--- config.mk ---
export PLATFORM = sky130hd
export DESIGN_NAME = cop_optreg
export DESIGN_NICKNAME = d
export VERILOG_FILES = /design/src/rtl/cop_optreg_pkg.sv /design/src/rtl/cop_optreg_timer.sv /design/src/rtl/cop_optreg_regs.sv /design/src/rtl/cop_optreg_window.sv /design/src/rtl/cop_optreg.sv
export SDC_FILE = /design/constraint.sdc
export NUM_CORES = 1
export LEC_CHECK = 0
export ABC_AREA = 1
export BUFFER_PORTS_ARGS = -buffer_cell sky130_fd_sc_hd__buf_4
export CORE_MARGIN = 1
export CORE_UTILIZATION = 46
export CTS_BUF_LIST = sky130_fd_sc_hd__clkbuf_8
export DETAILED_ROUTE_END_ITERATION = 16
export PLACE_DENSITY = 0.89
export SLEW_MARGIN = 20
export SYNTH_ARGS = -nofsm -noshare
export SYNTH_HDL_FRONTEND = slang
export SYNTH_HIERARCHICAL = 1
export SYNTH_SLANG_ARGS = --single-unit
--- constraint.sdc ---
create_clock -name clk -period 1.45 [get_ports clk]
set_input_delay 0.0725 -clock clk [delete_from_list [all_inputs] [get_ports clk]]
set_output_delay 0.0725 -clock clk [all_outputs]
set_load 0.02 [all_outputs]
--- src/rtl/cop_optreg_pkg.sv ---
package cop_optreg_pkg;

  typedef enum logic [1:0] {
    PM_RUN  = 2'd0,
    PM_WAIT = 2'd1,
    PM_HALT = 2'd2,
    PM_STOP = 2'd3
  } pwr_mode_e;

  localparam int unsigned DATA_W  = 8;
  localparam int unsigned ADDR_W  = 16;
  localparam int unsigned CLR_BIT = 0;
  localparam int unsigned SEC_BIT = 1;
  localparam int unsigned OPT_BIT = 2;

endpackage

--- src/rtl/cop_optreg_timer.sv ---
module cop_optreg_timer #(
  parameter int unsigned TIMEOUT = 32768,
  localparam int unsigned CNT_W  = (TIMEOUT > 2) ? $clog2(TIMEOUT) : 1
) (
  input  logic             clk,
  input  logic             rst_n,
  input  logic             run_en,
  input  logic             restart,
  output logic [CNT_W-1:0] cnt,
  output logic             expire
);

  localparam logic [CNT_W-1:0] LAST = CNT_W'(TIMEOUT - 1);

  logic [CNT_W-1:0] cnt_d, cnt_q;
  logic             exp_d, exp_q;

  always_comb begin
    cnt_d = cnt_q;
    exp_d = 1'b0;
    if (restart || !run_en) begin
      cnt_d = '0;
    end else if (cnt_q == LAST) begin
      cnt_d = '0;
      exp_d = 1'b1;
    end else begin
      cnt_d = cnt_q + 1'b1;
    end
  end

  always_ff @(posedge clk or negedge rst_n) begin
    if (!rst_n) begin
      cnt_q <= '0;
      exp_q <= 1'b0;
    end else begin
      cnt_q <= cnt_d;
      exp_q <= exp_d;
    end
  end

  assign cnt    = cnt_q;
  assign expire = exp_q;

endmodule

--- src/rtl/cop_optreg_regs.sv ---
module cop_optreg_regs
  import cop_optreg_pkg::*;
(
  input  logic              clk,
  input  logic              por_n,
  input  logic              wr_hit,
  input  logic [DATA_W-1:0] wdata,
  output logic              opt,
  output logic              sec
);

  logic opt_d, opt_q;
  logic sec_d, sec_q;

  always_comb begin
    opt_d = opt_q;
    sec_d = sec_q;
    if (wr_hit) begin
      opt_d = wdata[OPT_BIT];
      sec_d = sec_q | wdata[SEC_BIT];
    end
  end

  always_ff @(posedge clk or negedge por_n) begin
    if (!por_n) begin
      opt_q <= 1'b0;
      sec_q <= 1'b0;
    end else begin
      opt_q <= opt_d;
      sec_q <= sec_d;
    end
  end

  assign opt = opt_q;
  assign sec = sec_q;

endmodule

--- src/rtl/cop_optreg_window.sv ---
module cop_optreg_window #(
  parameter int unsigned AW = 16,
  parameter logic [AW-1:0] LO = 16'h0700,
  parameter logic [AW-1:0] HI = 16'h1FFF
) (
  input  logic          arm,
  input  logic [AW-1:0] addr,
  output logic          hit
);

  logic in_lo, in_hi;

  always_comb begin
    in_lo = (addr >= LO);
    in_hi = (addr <= HI);
    hit   = arm && in_lo && in_hi;
  end

endmodule

--- src/rtl/cop_optreg.sv ---
module cop_optreg
  import cop_optreg_pkg::*;
#(
  parameter int unsigned TIMEOUT  = 32768,
  parameter logic [15:0] REG_ADDR = 16'h1FF0,
  parameter logic [15:0] PROT_LO  = 16'h0700,
  parameter logic [15:0] PROT_HI  = 16'h1FFF
) (
  input  logic        clk,
  input  logic        rst_n,
  input  logic        por_n,
  input  logic [15:0] bus_addr,
  input  logic        bus_wr,
  input  logic        bus_rd,
  input  logic [7:0]  bus_wdata,
  output logic [7:0]  bus_rdata,
  input  logic [1:0]  pwr_mode,
  input  logic        cfg_cop_en,
  input  logic        cfg_stop_as_halt,
  input  logic        vpp_high,
  input  logic [15:0] ext_addr,
  output logic        cop_rst,
  output logic        opt_en,
  output logic        sec_set,
  output logic        ext_protect
);

  localparam int unsigned CNT_W = (TIMEOUT > 2) ? $clog2(TIMEOUT) : 1;

  logic             sel;
  logic             wr_hit;
  logic             kick;
  logic             stop_eff;
  logic             run_en;
  logic             tmr_rst_n;
  logic [CNT_W-1:0] cop_cnt;
  logic             opt_q, sec_q;

  always_comb begin
    sel       = (bus_addr == REG_ADDR);
    wr_hit    = sel && bus_wr;
    kick      = wr_hit && !bus_wdata[CLR_BIT];
    stop_eff  = (pwr_mode_e'(pwr_mode) == PM_STOP) && !cfg_stop_as_halt;
    run_en    = cfg_cop_en && !vpp_high && !stop_eff;
    tmr_rst_n = rst_n && por_n;
  end

  cop_optreg_timer #(.TIMEOUT(TIMEOUT)) u_timer (
    .clk     (clk),
    .rst_n   (tmr_rst_n),
    .run_en  (run_en),
    .restart (kick),
    .cnt     (cop_cnt),
    .expire  (cop_rst)
  );

  cop_optreg_regs u_regs (
    .clk    (clk),
    .por_n  (por_n),
    .wr_hit (wr_hit),
    .wdata  (bus_wdata),
    .opt    (opt_q),
    .sec    (sec_q)
  );

  cop_optreg_window #(.AW(16), .LO(PROT_LO), .HI(PROT_HI)) u_window (
    .arm  (sec_q),
    .addr (ext_addr),
    .hit  (ext_protect)
  );

  always_comb begin
    bus_rdata = '0;
    if (sel && bus_rd) bus_rdata[OPT_BIT] = opt_q;
  end

  assign opt_en  = opt_q;
  assign sec_set = sec_q;

endmodule

# Yosys cells after proc, flatten, opt, wreduce, memory -nomap -nowiden
# Cells that the tools add are included.
[totals] elab_cells=31 ff_bits=18 mem_bits_rw=0 input_bits=50 output_inout_bits=12 n_memories=0 latch_bits=0 mem_bits_ro=0
[classes] n_lt_le_gt_ge=2 addsub=1 mul=0 n_bitwise=1 mux=5 n_reduce_logical=15 n_eq_ne=3 shifts=0 div_mod_pow=0
[op_table] cell="15-bit 2-to-1 mux" count=2
[op_table] cell="16-bit by 13-bit equality test with 1-bit output (second input constant)" count=1
[op_table] cell="16-bit by 11-bit greater-or-equal comparator with 1-bit output (second input constant)" count=1
[op_table] cell="16-bit by 13-bit <= comparator with 1-bit output (second input constant)" count=1
[op_table] cell="15-bit by 1-bit adder with 15-bit output (second input constant)" count=1
[op_table] cell="15-bit equality test (second input constant)" count=1
[op_table] cell="1-bit logical AND" count=9
[op_table] cell="1-bit zero test" count=5
[op_table] cell="1-bit 2-to-1 mux" count=3
[op_table] cell="2-bit equality test (second input constant)" count=1
[op_table] cell="1-bit logical OR" count=1
[op_table] cell="1-bit bitwise OR" count=1

# Longest topological paths before layout
[logic_depth] depth_word=7 ltp_mapped=9

# Hierarchy
# The synthesis kept the hierarchy.
[modules_own_cells] module="cop_optreg_timer" cells_per_inst=109 instances=1 seq_area_each_um2=400.4 area_per_inst_um2=867.1
[modules_own_cells] module="cop_optreg" cells_per_inst=38 instances=1 seq_area_each_um2=0.0 area_per_inst_um2=188.9
[modules_own_cells] module="cop_optreg_regs" cells_per_inst=9 instances=1 seq_area_each_um2=50.0 area_per_inst_um2=76.3
[modules_own_cells] module="cop_optreg_window" cells_per_inst=11 instances=1 seq_area_each_um2=0.0 area_per_inst_um2=42.5

# Least setup slack after synthesis
# OpenSTA, ideal clock, no wires.
[synth_path] path_type="register -> register" from="register u_timer.cnt_q[0], in the netlist u_timer/cnt[0]" to="register u_timer.cnt_q[11], in the netlist u_timer/cnt[11]" arrival_ps=1066 setup_time_ps=121 period_less_slack_ps=1186 setup_slack_ps=264 n_path_buf=0 stages_incl_launch_ff=7 required_ps=1329 cell_sequence="dfrtp_1 -> ha_1 -> nand3_2 -> inv_1 -> nand4_2 -> nand2_2 -> nor2_1"
[synth_between] elab_chain_len=3
[synth_lines] element="start, declared" line="cop_optreg_timer.sv:15" source="logic [CNT_W-1:0] cnt_d, cnt_q;"
[synth_lines] element="start signal, assigned" line="cop_optreg_timer.sv:36" source="cnt_q <= cnt_d;"
[synth_lines] element="15-bit by 1-bit adder with 15-bit output or 15-bit equality test (tied branches)" line="cop_optreg_timer.sv:27, cop_optreg_timer.sv:23"
[synth_lines] element="15-bit 2-to-1 mux (*)" line="cop_optreg_timer.sv:23" source="end else if (cnt_q == LAST) begin"
[synth_lines] element="15-bit 2-to-1 mux (*)" line="cop_optreg_timer.sv:21" source="if (restart || !run_en) begin"
[synth_lines] element="net u_timer.cnt_d[11]" line="cop_optreg_timer.sv:15"
# Mark *: on every way through the listed nets, which the timed path passes. The rest lies on a longest branch.
# A chain may end at the register's enable or synchronous reset.

# Worst setup path in the final report
# Ends and elaborated chain as after synthesis.

==> out/qor.txt <==
final routed wire length divided by cell count: 10.4 um
Net Sw Frac: 21.7%
worst setup timing slack at the placement stage: 0.0591 ns
Slowest cell on crit path: dfrtp_1
number of levels the H-tree was split into: 1
number of violations of the max-capacitance limit: 0
synthesized instance count: 167
Peak supply drop: 0.521 mV
WP data required: 1.59 ns
cell taking the most area after synthesis: dfrtp_1
category of the worst setup path capture point: register
max-slew violation count: 0
pin count of the biggest net entering global routing: 17
Layout Skew: 0.00125 ns
clock net sink count: 18
Placer Congestion: 0.835
cell leakage power: 0.846 nW
vias after detailed routing: 1116
post-route worst setup slack: 0.103 ns
vias in the first global route: 1095
antenna fix cells: 0
top-level port count: 62
CTS tree: yes
RSZ-0062 raised after global routing: false
DP Wirelength: 1.96 mm
via count normalized by instance count: 4.63
type of the tightest min-delay check: input pin to register
die area: 2760 um^2
Site Rows: 17
effective utilization at floorplan: 50.7%
run status: complete, no violations
DRC: 0
number of buffers inserted during clock tree synthesis: 3
1st-iter DRT viols: 20
Final Util: 67.6%
Syn-to-layout area delta: 33.4%
time the final worst path needs with I/O delays and setup: 1.35 ns
arrival time at the worst endpoint: 1.49 ns
synthesized cell area: 1170 um^2
leading register cell type out of synthesis: dfrtp_1
total of flip-flops plus latches after synthesis: 18
average size of a mapped cell: 7.04 um^2
number of synthesized flops with an enable pin: 0
proportion of register bits with asynchronous set or reset after synthesis: 100%
Worst-Skew Late Latency: 0.25 ns
antenna violations before repair: 0
proportion of synthesized chip area in sequential cells: 38.3%
switching component of the power: 229 uW
count of endpoints failing setup in the final report: 0
largest fanout on the critical path: 8
Die H: 52.5 um
worst slew margin relative to its limit: 59.9%
Overflow after GRT: 0
Worst Tran Pin Value: 0.601 ns
kind of critical path: register to register
input/output buffers: 41
ordered list of cells on the worst path: ha_1 -> nand3_2 -> inv_2 -> nand4_2 -> nand2_4 -> nor2_1
Synth area leaders: dfrtp_1 38%, nand2_1 14%, inv_1 9.3%
cell at the root of the clock tree: clkbuf_8
clock slew seen by the registers of the worst setup and hold paths: 0.07 ns
cell-internal power: 824 uW
final standard cell count with taps included and fillers excluded: 241
total wire length: 2.51 mm
Final #Nets: 265
number of search-and-repair iterations in the first detailed-routing pass: 4
total global-route track usage: 20.6%
Total Negative Setup Slacks: 0 ns
portion of synthesized cell area occupied by the leading cell type: 38.3%
first-pass GRT wire length: 4.11 mm
fraction of layout instances using a drive strength above 1: 29.1%
Max stage delay on crit path: 0.39 ns
DIE WIDTH: 52.5 um
Synth Warn #: 6
Placeable Area: 2320 um^2
maximum clock insertion buffer count: 2
combinational fraction of design power: 13.5%
Period Utilization, post-route: 92.9%
sequential group share of total power: 48.2%
count of endpoints failing hold in the final timing report: 0
power density over the cells: 671 nW/um^2
buffer count from post-CTS setup fixing: 0
remaining antenna violation count after routing: 0
instance count after placement with tap cells included: 235
power share of the clock group: 38.3%
Cell variety after synth: 18
Tot Pwr: 1.05 mW
Max Fclk: 742 MHz
kind of launch point of the worst setup path: register
top cell types by occurrence after synthesis: 45 x nand2_1, 29 x inv_1, 29 x nor2_1
count leader, synth: nand2_1
placed cells by master, fill, tap and decap left out:
master,instances
nand2_1,45
buf_4,41
nor2_1,29
inv_1,28
dfrtp_1,18
nand3_1,8
nor2_2,7
conb_1,7
xor2_1,5
clkbuf_8,4
nand4_1,4
nand3_2,3
dlygate4sd3_1,2
nand2_2,2
nor2_4,2
xnor2_1,2
nor3b_1,1
inv_2,1
nand4_2,1
nand2_4,1
o21bai_1,1
ha_1,1
area by class of cell:
type	count	area [um^2]
Fill cell	188	751
Multi-Input combinational cell	119	591
Sequential cell	18	450
Timing Repair Buffer	43	328
Inverter	29	109
Clock buffer	4	55.1
Tap cell	28	35.0
metal layers:
layer	track usage (%)	share of wire, %	vias up
li1	-	-	575
met1	20.1	39	501
met2	41.6	55	36
met3	2.90	5.0	4
met4	9.21	1.2	0
met5	0	0	-
registers in the layout (all words and copies together), names as in the netlist:
signal	count
u_regs/opt	1
u_regs/sec	1
u_timer/cnt	15
u_timer/expire	1
logic make-up after synthesis:
family,synth area share (%)
AOI/OAI and AO/OA,0.639
buffers and inverters,13.7
xor gates and xnor gates,5.22
and+or+nand+nor,40.7
other,0.319
DFF,38.3
adders and majority gates,1.06
worst max-delay path: cells and delay by family, from the launching register on:
kind | cells | cell delay (ns)
buf+inv | 1 | 0.13
simple gates | 4 | 0.50
flops | 1 | 0.39
fa+ha+maj | 1 | 0.22
repair_timing:
action / CTS / global route
setup endpoints to repair: 0 / 8
hold buffers: 2 / 0
resized for setup: 0 / 2
hold endpoints to repair: 18 / 0
final timing paths:
path	start	endpoint	slack, ns	cells after the start
worst min register to register	u_timer/cnt[0]$_DFF_PN0_	u_timer/cnt[0]$_DFF_PN0_	0.48	1
min in group asynchronous	por_n	u_regs/sec$_DFFE_PN0P_	0.14	2
max in group asynchronous	rst_n	u_timer/cnt[11]$_DFF_PN0_	0.56	4
worst min-delay path	bus_wdata[1]	u_regs/sec$_DFFE_PN0P_	0.01	3
worst max register to register	u_timer/cnt[0]$_DFF_PN0_	u_timer/cnt[11]$_DFF_PN0_	0.10	6
worst max-delay path	u_timer/cnt[0]$_DFF_PN0_	u_timer/cnt[11]$_DFF_PN0_	0.10	6
power by group through the flow:
| stage | Combinational (mW) | Sequential (mW) | Clock, mW |
|---|---|---|---|
| after floorplan | 0.0673 | 0.516 | 0 |
| after global placement | 0.134 | 0.516 | 0 |
| after detailed placement | 0.137 | 0.516 | 0 |
| after CTS | 0.142 | 0.507 | 0.416 |
| after global routing | 0.158 | 0.507 | 0.437 |
| final | 0.142 | 0.507 | 0.403 |
through the flow:
step / cell area, um^2 / hold slack [ns]
after floorplan: 1200 / -0.223
after global placement: 1490 / -0.140
after detailed placement: 1490 / -0.140
after CTS: 1560 / 0.00521
after global routing: 1570 / 0.0160
final: 1570 / 0.00956
(Power assumes the default switching activity.)
